## config.mk

```make
export PLATFORM = sky130hd
export DESIGN_NAME = zt_sram_core
export DESIGN_NICKNAME = d
export VERILOG_FILES = /design/src/rtl/zt_pkg.sv /design/src/rtl/zt_burst_step.sv /design/src/rtl/zt_lane_merge.sv /design/src/rtl/zt_reg_array.sv /design/src/rtl/zt_sram_core.sv
export SDC_FILE = /design/constraint.sdc
export NUM_CORES = 2
export LEC_CHECK = 0
export BUFFER_PORTS_ARGS = -buffer_cell sky130_fd_sc_hd__buf_4
export CAP_MARGIN = 10
export CORE_MARGIN = 5
export CORE_UTILIZATION = 33
export CTS_CLUSTER_SIZE = 14
export DETAILED_ROUTE_END_ITERATION = 7
export PLACE_DENSITY = 0.58
export SLEW_MARGIN = 10
export SYNTH_ARGS = -nofsm -noshare
export SYNTH_HDL_FRONTEND = slang
export SYNTH_HIERARCHICAL = 1
export SYNTH_SLANG_ARGS = --single-unit
```

## constraint.sdc

```tcl
create_clock -name clk -period 6.75 [get_ports clk]
set_clock_uncertainty 0.05 [all_clocks]
set_input_delay 2.025 -clock clk [delete_from_list [all_inputs] [get_ports clk]]
set_output_delay 2.025 -clock clk [all_outputs]
set_load 0.05 [all_outputs]
```

## src/rtl/zt_pkg.sv

```systemverilog
package zt_pkg;
    // Burst ordering selected at load time
    typedef enum logic {
        ORD_INTERLEAVE = 1'b0,
        ORD_LINEAR     = 1'b1
    } burst_ord_e;

    localparam int unsigned DEF_ADDR_W = 6;
    localparam int unsigned DEF_LANES  = 4;
    localparam int unsigned DEF_LANE_W = 9;
    localparam int unsigned BURST_W    = 2;
endpackage

```

## src/rtl/zt_burst_step.sv

```systemverilog
module zt_burst_step
    import zt_pkg::*;
(
    input  logic [BURST_W-1:0] base_lo,
    input  logic [BURST_W-1:0] step,
    input  burst_ord_e         ord,
    output logic [BURST_W-1:0] addr_lo
);
    always_comb begin
        if (ord == ORD_LINEAR) addr_lo = base_lo + step;
        else                   addr_lo = base_lo ^ step;
    end
endmodule

```

## src/rtl/zt_lane_merge.sv

```systemverilog
module zt_lane_merge #(
    parameter int unsigned LANES  = 4,
    parameter int unsigned LANE_W = 9,
    localparam int unsigned DW    = LANES * LANE_W
) (
    input  logic [DW-1:0]    old_word,
    input  logic [DW-1:0]    new_word,
    input  logic [LANES-1:0] take_new,
    output logic [DW-1:0]    merged
);
    for (genvar l = 0; l < LANES; l++) begin : g_lane
        assign merged[l*LANE_W +: LANE_W] = take_new[l] ? new_word[l*LANE_W +: LANE_W]
                                                        : old_word[l*LANE_W +: LANE_W];
    end
endmodule

```

## src/rtl/zt_reg_array.sv

```systemverilog
module zt_reg_array #(
    parameter int unsigned ADDR_W = 6,
    parameter int unsigned LANES  = 4,
    parameter int unsigned LANE_W = 9,
    localparam int unsigned DW    = LANES * LANE_W,
    localparam int unsigned DEPTH = 1 << ADDR_W
) (
    input  logic              clk,
    input  logic              we,
    input  logic [LANES-1:0]  wlanes,
    input  logic [ADDR_W-1:0] waddr,
    input  logic [DW-1:0]     wdata,
    input  logic [ADDR_W-1:0] raddr,
    output logic [DW-1:0]     rdata
);
    logic [DW-1:0] mem [DEPTH];

    always_ff @(posedge clk) begin
        for (int l = 0; l < LANES; l++) begin
            if (we && wlanes[l]) mem[waddr][l*LANE_W +: LANE_W] <= wdata[l*LANE_W +: LANE_W];
        end
    end

    assign rdata = mem[raddr];
endmodule

```

## src/rtl/zt_sram_core.sv

```systemverilog
module zt_sram_core
    import zt_pkg::*;
#(
    parameter int unsigned ADDR_W = DEF_ADDR_W,
    parameter int unsigned LANES  = DEF_LANES,
    parameter int unsigned LANE_W = DEF_LANE_W
) (
    input  logic                      clk,
    input  logic                      rst_n,
    input  logic                      clk_en,
    input  logic [ADDR_W-1:0]         addr,
    input  logic                      en1_n,
    input  logic                      en2,
    input  logic                      en3_n,
    input  logic                      wr_n,
    input  logic [LANES-1:0]          lane_wr_n,
    input  logic                      adv_ld,
    input  logic                      burst_lin,
    input  logic [LANES*LANE_W-1:0]   wdata,
    output logic [LANES*LANE_W-1:0]   rdata,
    output logic                      rdata_oe
);
    localparam int unsigned DW = LANES * LANE_W;

    typedef struct packed {
        logic              vld;
        logic              wr;
        logic [ADDR_W-1:0] addr;
        logic [LANES-1:0]  lanes;
    } cmd_t;

    typedef struct packed {
        cmd_t                s1;      // command one edge old
        cmd_t                s2;      // command two edges old (data phase now)
        logic                b_act;
        logic                b_wr;
        burst_ord_e          b_ord;
        logic [ADDR_W-1:0]   b_base;
        logic [BURST_W-1:0]  b_cnt;
        logic [DW-1:0]       rbuf;    // array word read one edge before output
        logic [DW-1:0]       dout;
        logic                oe;
    } state_t;

    state_t st_d, st_q;

    logic               selected;
    logic [BURST_W-1:0] cnt_inc;
    logic [BURST_W-1:0] adv_lo;
    logic [DW-1:0]      arr_word;
    logic [DW-1:0]      fwd_word;
    logic [LANES-1:0]   fwd_lanes;
    logic               arr_we;

    assign selected = ~en1_n & en2 & ~en3_n;
    assign cnt_inc  = st_q.b_cnt + BURST_W'(1);

    zt_burst_step u_step (
        .base_lo (st_q.b_base[BURST_W-1:0]),
        .step    (cnt_inc),
        .ord     (st_q.b_ord),
        .addr_lo (adv_lo)
    );

    // write data arrives for the command in stage 2
    assign arr_we = clk_en & st_q.s2.vld & st_q.s2.wr;

    zt_reg_array #(.ADDR_W(ADDR_W), .LANES(LANES), .LANE_W(LANE_W)) u_array (
        .clk    (clk),
        .we     (arr_we),
        .wlanes (st_q.s2.lanes),
        .waddr  (st_q.s2.addr),
        .wdata  (wdata),
        .raddr  (st_q.s1.addr),
        .rdata  (arr_word)
    );

    // coherency: an in-flight write to the read address overrides its lanes
    assign fwd_lanes = (st_q.s2.vld && st_q.s2.wr && (st_q.s2.addr == st_q.s1.addr))
                       ? st_q.s2.lanes : '0;

    zt_lane_merge #(.LANES(LANES), .LANE_W(LANE_W)) u_merge (
        .old_word (arr_word),
        .new_word (wdata),
        .take_new (fwd_lanes),
        .merged   (fwd_word)
    );

    always_comb begin
        cmd_t cmd;
        st_d = st_q;
        cmd  = '0;

        if (!adv_ld) begin
            if (selected) begin
                cmd.vld      = 1'b1;
                cmd.wr       = ~wr_n;
                cmd.addr     = addr;
                cmd.lanes    = ~lane_wr_n;
                st_d.b_act   = 1'b1;
                st_d.b_wr    = ~wr_n;
                st_d.b_ord   = burst_ord_e'(burst_lin);
                st_d.b_base  = addr;
                st_d.b_cnt   = '0;
            end else begin
                st_d.b_act   = 1'b0;
            end
        end else if (st_q.b_act) begin
            cmd.vld    = 1'b1;
            cmd.wr     = st_q.b_wr;
            cmd.addr   = {st_q.b_base[ADDR_W-1:BURST_W], adv_lo};
            cmd.lanes  = ~lane_wr_n;
            st_d.b_cnt = cnt_inc;
        end

        st_d.s1 = cmd;
        st_d.s2 = st_q.s1;

        if (st_q.s1.vld && !st_q.s1.wr) st_d.rbuf = fwd_word;
        if (st_q.s2.vld && !st_q.s2.wr) st_d.dout = st_q.rbuf;
        st_d.oe = st_q.s2.vld & ~st_q.s2.wr;
    end

    always_ff @(posedge clk or negedge rst_n) begin
        if (!rst_n)      st_q <= '0;
        else if (clk_en) st_q <= st_d;
    end

    assign rdata    = st_q.dout;
    assign rdata_oe = st_q.oe;
endmodule

```

==> summary.md <==
| Metric | Value |
|---|---|
| Status | `finished, final reports clean` |
| Clock Latency Late Sink | `0.90 ns` |
| Yosys cell types | `56` |
| CP max-delay cell | `nand2_1` |
| Cell type with the highest aggregate area in the netlist | `edfxtp_1` |
| Post-synthesis cell count | `4399` |
| Via density | `5.54` |
| Setup TNS | `0 ns` |
| Io pins | `between 90 and 100` |
| Hold Crit Depth | `2` |
| Async S/R FF share, synth | `0.0448` |
| Synthesized cell area | `93800 um^2` |
| Postcts setup bufs | `0` |
| Gp weighted congestion | `approximately 0.87` |
| Initial Utilization | `0.332` |
| Post-Route WL | `278 mm` |
| Starting DRC count in detailed routing | `6189` |
| Setup-failing EPs final | `0` |
| DP HPWL | `175 mm` |
| Arr. time, crit path | `5.20 ns` |
| Synth area leaders | `edfxtp_1, mux4_2, dfrtp_1, mux2_2, nor2_1` |
| Final slew viol count | `0` |
| Yosys reg bits | `2412` |
| Total grt overflow | `0` |
| Worst slew pin tran | `roughly 1.2 ns` |
| Leak Pwr | `roughly 32 nW` |
| Largest net degree at the start of global routing | `112` |
| Crit path launch type | `flip-flop` |
| Worst Path Buf+Inv | `0` |
| Number of hold violations in the final report | `0` |
| Crit path time final | `approximately 4.5 ns` |
| Die area | `295000 um^2` |
| Fin worst setup slack | `2.27 ns` |
| Max rail drop VDD | `291 uV` |
| Final period utilization | `0.664` |
| Hold buffer count at CTS | `0` |
| DRT Pass-1 Iters | `8` |
| Maxcap violations | `0` |
| Max clock buf depth | `3` |
| Via Count | `46900` |
| Crit-path cells | `nand2_1 -> or2_2 -> o221ai_1 -> a21oi_1 -> o22a_1 -> mux2_4 -> mux2_2` |
| Core box area | `283000 um^2` |
| Hold crit path type | `reg -> reg` |
| Area share of the largest cell type after synthesis | `0.738` |
| Slew headroom | `0.206` |
| Seq/Total Area, Yosys | `0.767` |
| DRC Markers | `0` |
| Total CTS buffers | `231` |
| Net count after synthesis | `4455` |
| Root buffer cell | `clkbuf_16` |
| Post-synth EDFFs | `2304` |
| Stages on worst setup path | `7` |
| Fill count | `between 20000 and 30000` |
| Layout cells sized above 1 | `0.267` |
| Clock power frac | `0.400` |
| Worst r2r path cells | `7` |
| Synth Warn # | `6` |
| Post-CTS sizing | `0` |
| DP Worst Slack | `1.73 ns` |
| H-tree depth | `4` |
| Setup CP Type | `reg -> reg` |
| CTS tree | `built` |
| Top FF cell, synth | `edfxtp_1` |
| Top delay family on crit path | `simple AND/OR/NAND/NOR gates` |
| Max Clk Rate | `0.223 GHz` |
| Post-synthesis to final-layout area growth | `12.9%` |
| GRT Total Usage | `0.185` |
| ANT nets after route | `0` |
| Vias in the first global route | `46100` |
| Comb pwr share | `0.078` |
| Row Count | `195` |
| Fin nets | `approximately 4600` |
| PD cells | `between 300 and 400 nW/um^2` |
| Register clock-pin slew on the reported worst setup and hold paths | `~0.060 ns` |
| Sw frac | `0.233` |
| Antenna violations before repair | `38` |
| Int Power | `24.8 mW` |
| Crit Path Max Fanout | `between 50 and 60` |
| Post-DR wirelength/cell | `32.9 um` |
| Syn Area/Cell | `21.3 um^2` |
| IO Port Bufs | `91` |
| Nature of the critical path endpoint | `flip-flop` |
| WP data required | `7.47 ns` |
| Die width | `between 500 and 600 um` |
| Net Sw Power | `7.54 mW` |
| RSZ-0062 raised after global routing | `false` |
| Clk sinks | `about 2400` |
| Max incr delay on CP | `1.01 ns` |
| Global-route wire length before repair | `about 380 mm` |
| Die Y | `around 540 um` |
| Sequential Power Share | `0.521` |
worst min-delay path, cell delays in order, from the launching register on:
cell and delay [ns]:
dfrtp_1 0.35, a21oi_1 0.06, o21ai_0 0.06
metrics by stage:
| stage | std cells | cell area [um^2] | hold WS [ns] | total power [mW] | util |
|---|---|---|---|---|---|
| global placement | 8016 | 98200 | 0.435 | 19.7 | 0.347 |
| floorplan | 4399 | 93800 | 0.406 | 18.7 | - |
| global route | 8452 | 106000 | 0.475 | 33.3 | 0.375 |
| finish | 8471 | 106000 | 0.452 | 32.3 | 0.375 |
| detailed placement | 8016 | 98200 | 0.445 | 19.7 | 0.347 |
| CTS | 8446 | 106000 | 0.447 | 32.6 | 0.375 |
layout by cell type, fill, tap and decap left out, types with 47 or more instances in the layout:
cell type  netlist  routed
edfxtp_1      2304    2304
nand2_1        100      95
dfrtp_1        108     102
clkinv_2         0      51
o22ai_1        126     126
mux2i_1         83      83
mux2_2         117     117
mux4_2         552     552
buf_4           90     163
clkbuf_1        95      52
nor2_1         301     298
clkbuf_16        0     231
o221ai_1        47      47
synthesized netlist by cell type, types with 4 or more instances:
cell       count
o22a_1        22
a211oi_1      21
o21ai_1        9
nor3b_1        7
nand2_1      100
a221o_1        6
o22ai_1      126
and3b_1        4
a221oi_1      19
o21ai_0       20
a22o_1         8
a21oi_1       36
clkbuf_1      95
mux4_2       552
mux2i_1       83
a31oi_1        4
nor4_1        32
a22oi_1       27
or2_2          5
edfxtp_1    2304
nand3_1       11
mux2_4        36
buf_4         90
o221ai_1      47
buf_2         81
nor2b_1       30
nor2_1       301
buf_6         27
nand2b_1      10
inv_1          9
and3_1        11
mux2_2       117
buf_1          4
dfrtp_1      108
a2111oi_2      5
kinds of logic (layout without fill, tap and decap cells):
family	Yosys count	count (layout)	synth area share
adders and majority gates	1	1	0.000133
and+or+nand+nor	526	526	0.0247
xor gates and xnor gates	6	6	0.000561
buffers and inverters	307	611	0.0192
DFF	2412	2412	0.767
other	0	25	0
muxes	788	788	0.161
AOI/OAI and AO/OA	359	359	0.0273
power by group through the flow:
stage,clock network (mW),logic [mW],registers [mW]
final,12.9,2.53,16.8
after global routing,13.8,2.64,16.9
after CTS,13.2,2.55,16.8
after global placement,0,2.53,17.1
after floorplan,0,1.71,17.0
after detailed placement,0,2.55,17.2
state kept, by name, summed over array words and instances (netlist names):
name and flops:
rdata 36, st_q 59, u_array/mem 2304, rdata_oe 1, st_d 12
layout make-up:
class	instances	area, um^2	share of cell area
Sequential cell	2412	71900	0.679
Multi-Input combinational cell	1680	20100	0.190
Clock buffer	288	6040	0.0571
Tap cell	3743	4680	0.0442
Clock inverter	142	1610	0.0152
Timing Repair Buffer	172	1400	0.0133
Antenna cell	25	62.6	0.000591
Inverter	9	33.8	0.000319
per-layer routing:
| metal | routed length, um | global-route usage |
|---|---|---|
| met5 | 311 | 0.00230 |
| met4 | 11900 | 0.0741 |
| met3 | 29900 | 0.0556 |
| met2 | 126000 | 0.281 |
| met1 | 110000 | 0.250 |
worst paths after layout:
check | start | endpoint | slack, ns
min reg2reg | st_q[82] | st_d[94] | 0.45
max | st_d[91] | st_q[70] | 2.27
max reg2reg | st_d[91] | st_q[70] | 2.27
min in group asynchronous | rst_n | rdata[9] | 1.20
max in group asynchronous | rst_n | st_d[89] | 4.17
min | st_q[82] | st_d[94] | 0.45
No activity file was read; power rests on OpenSTA's default activity.
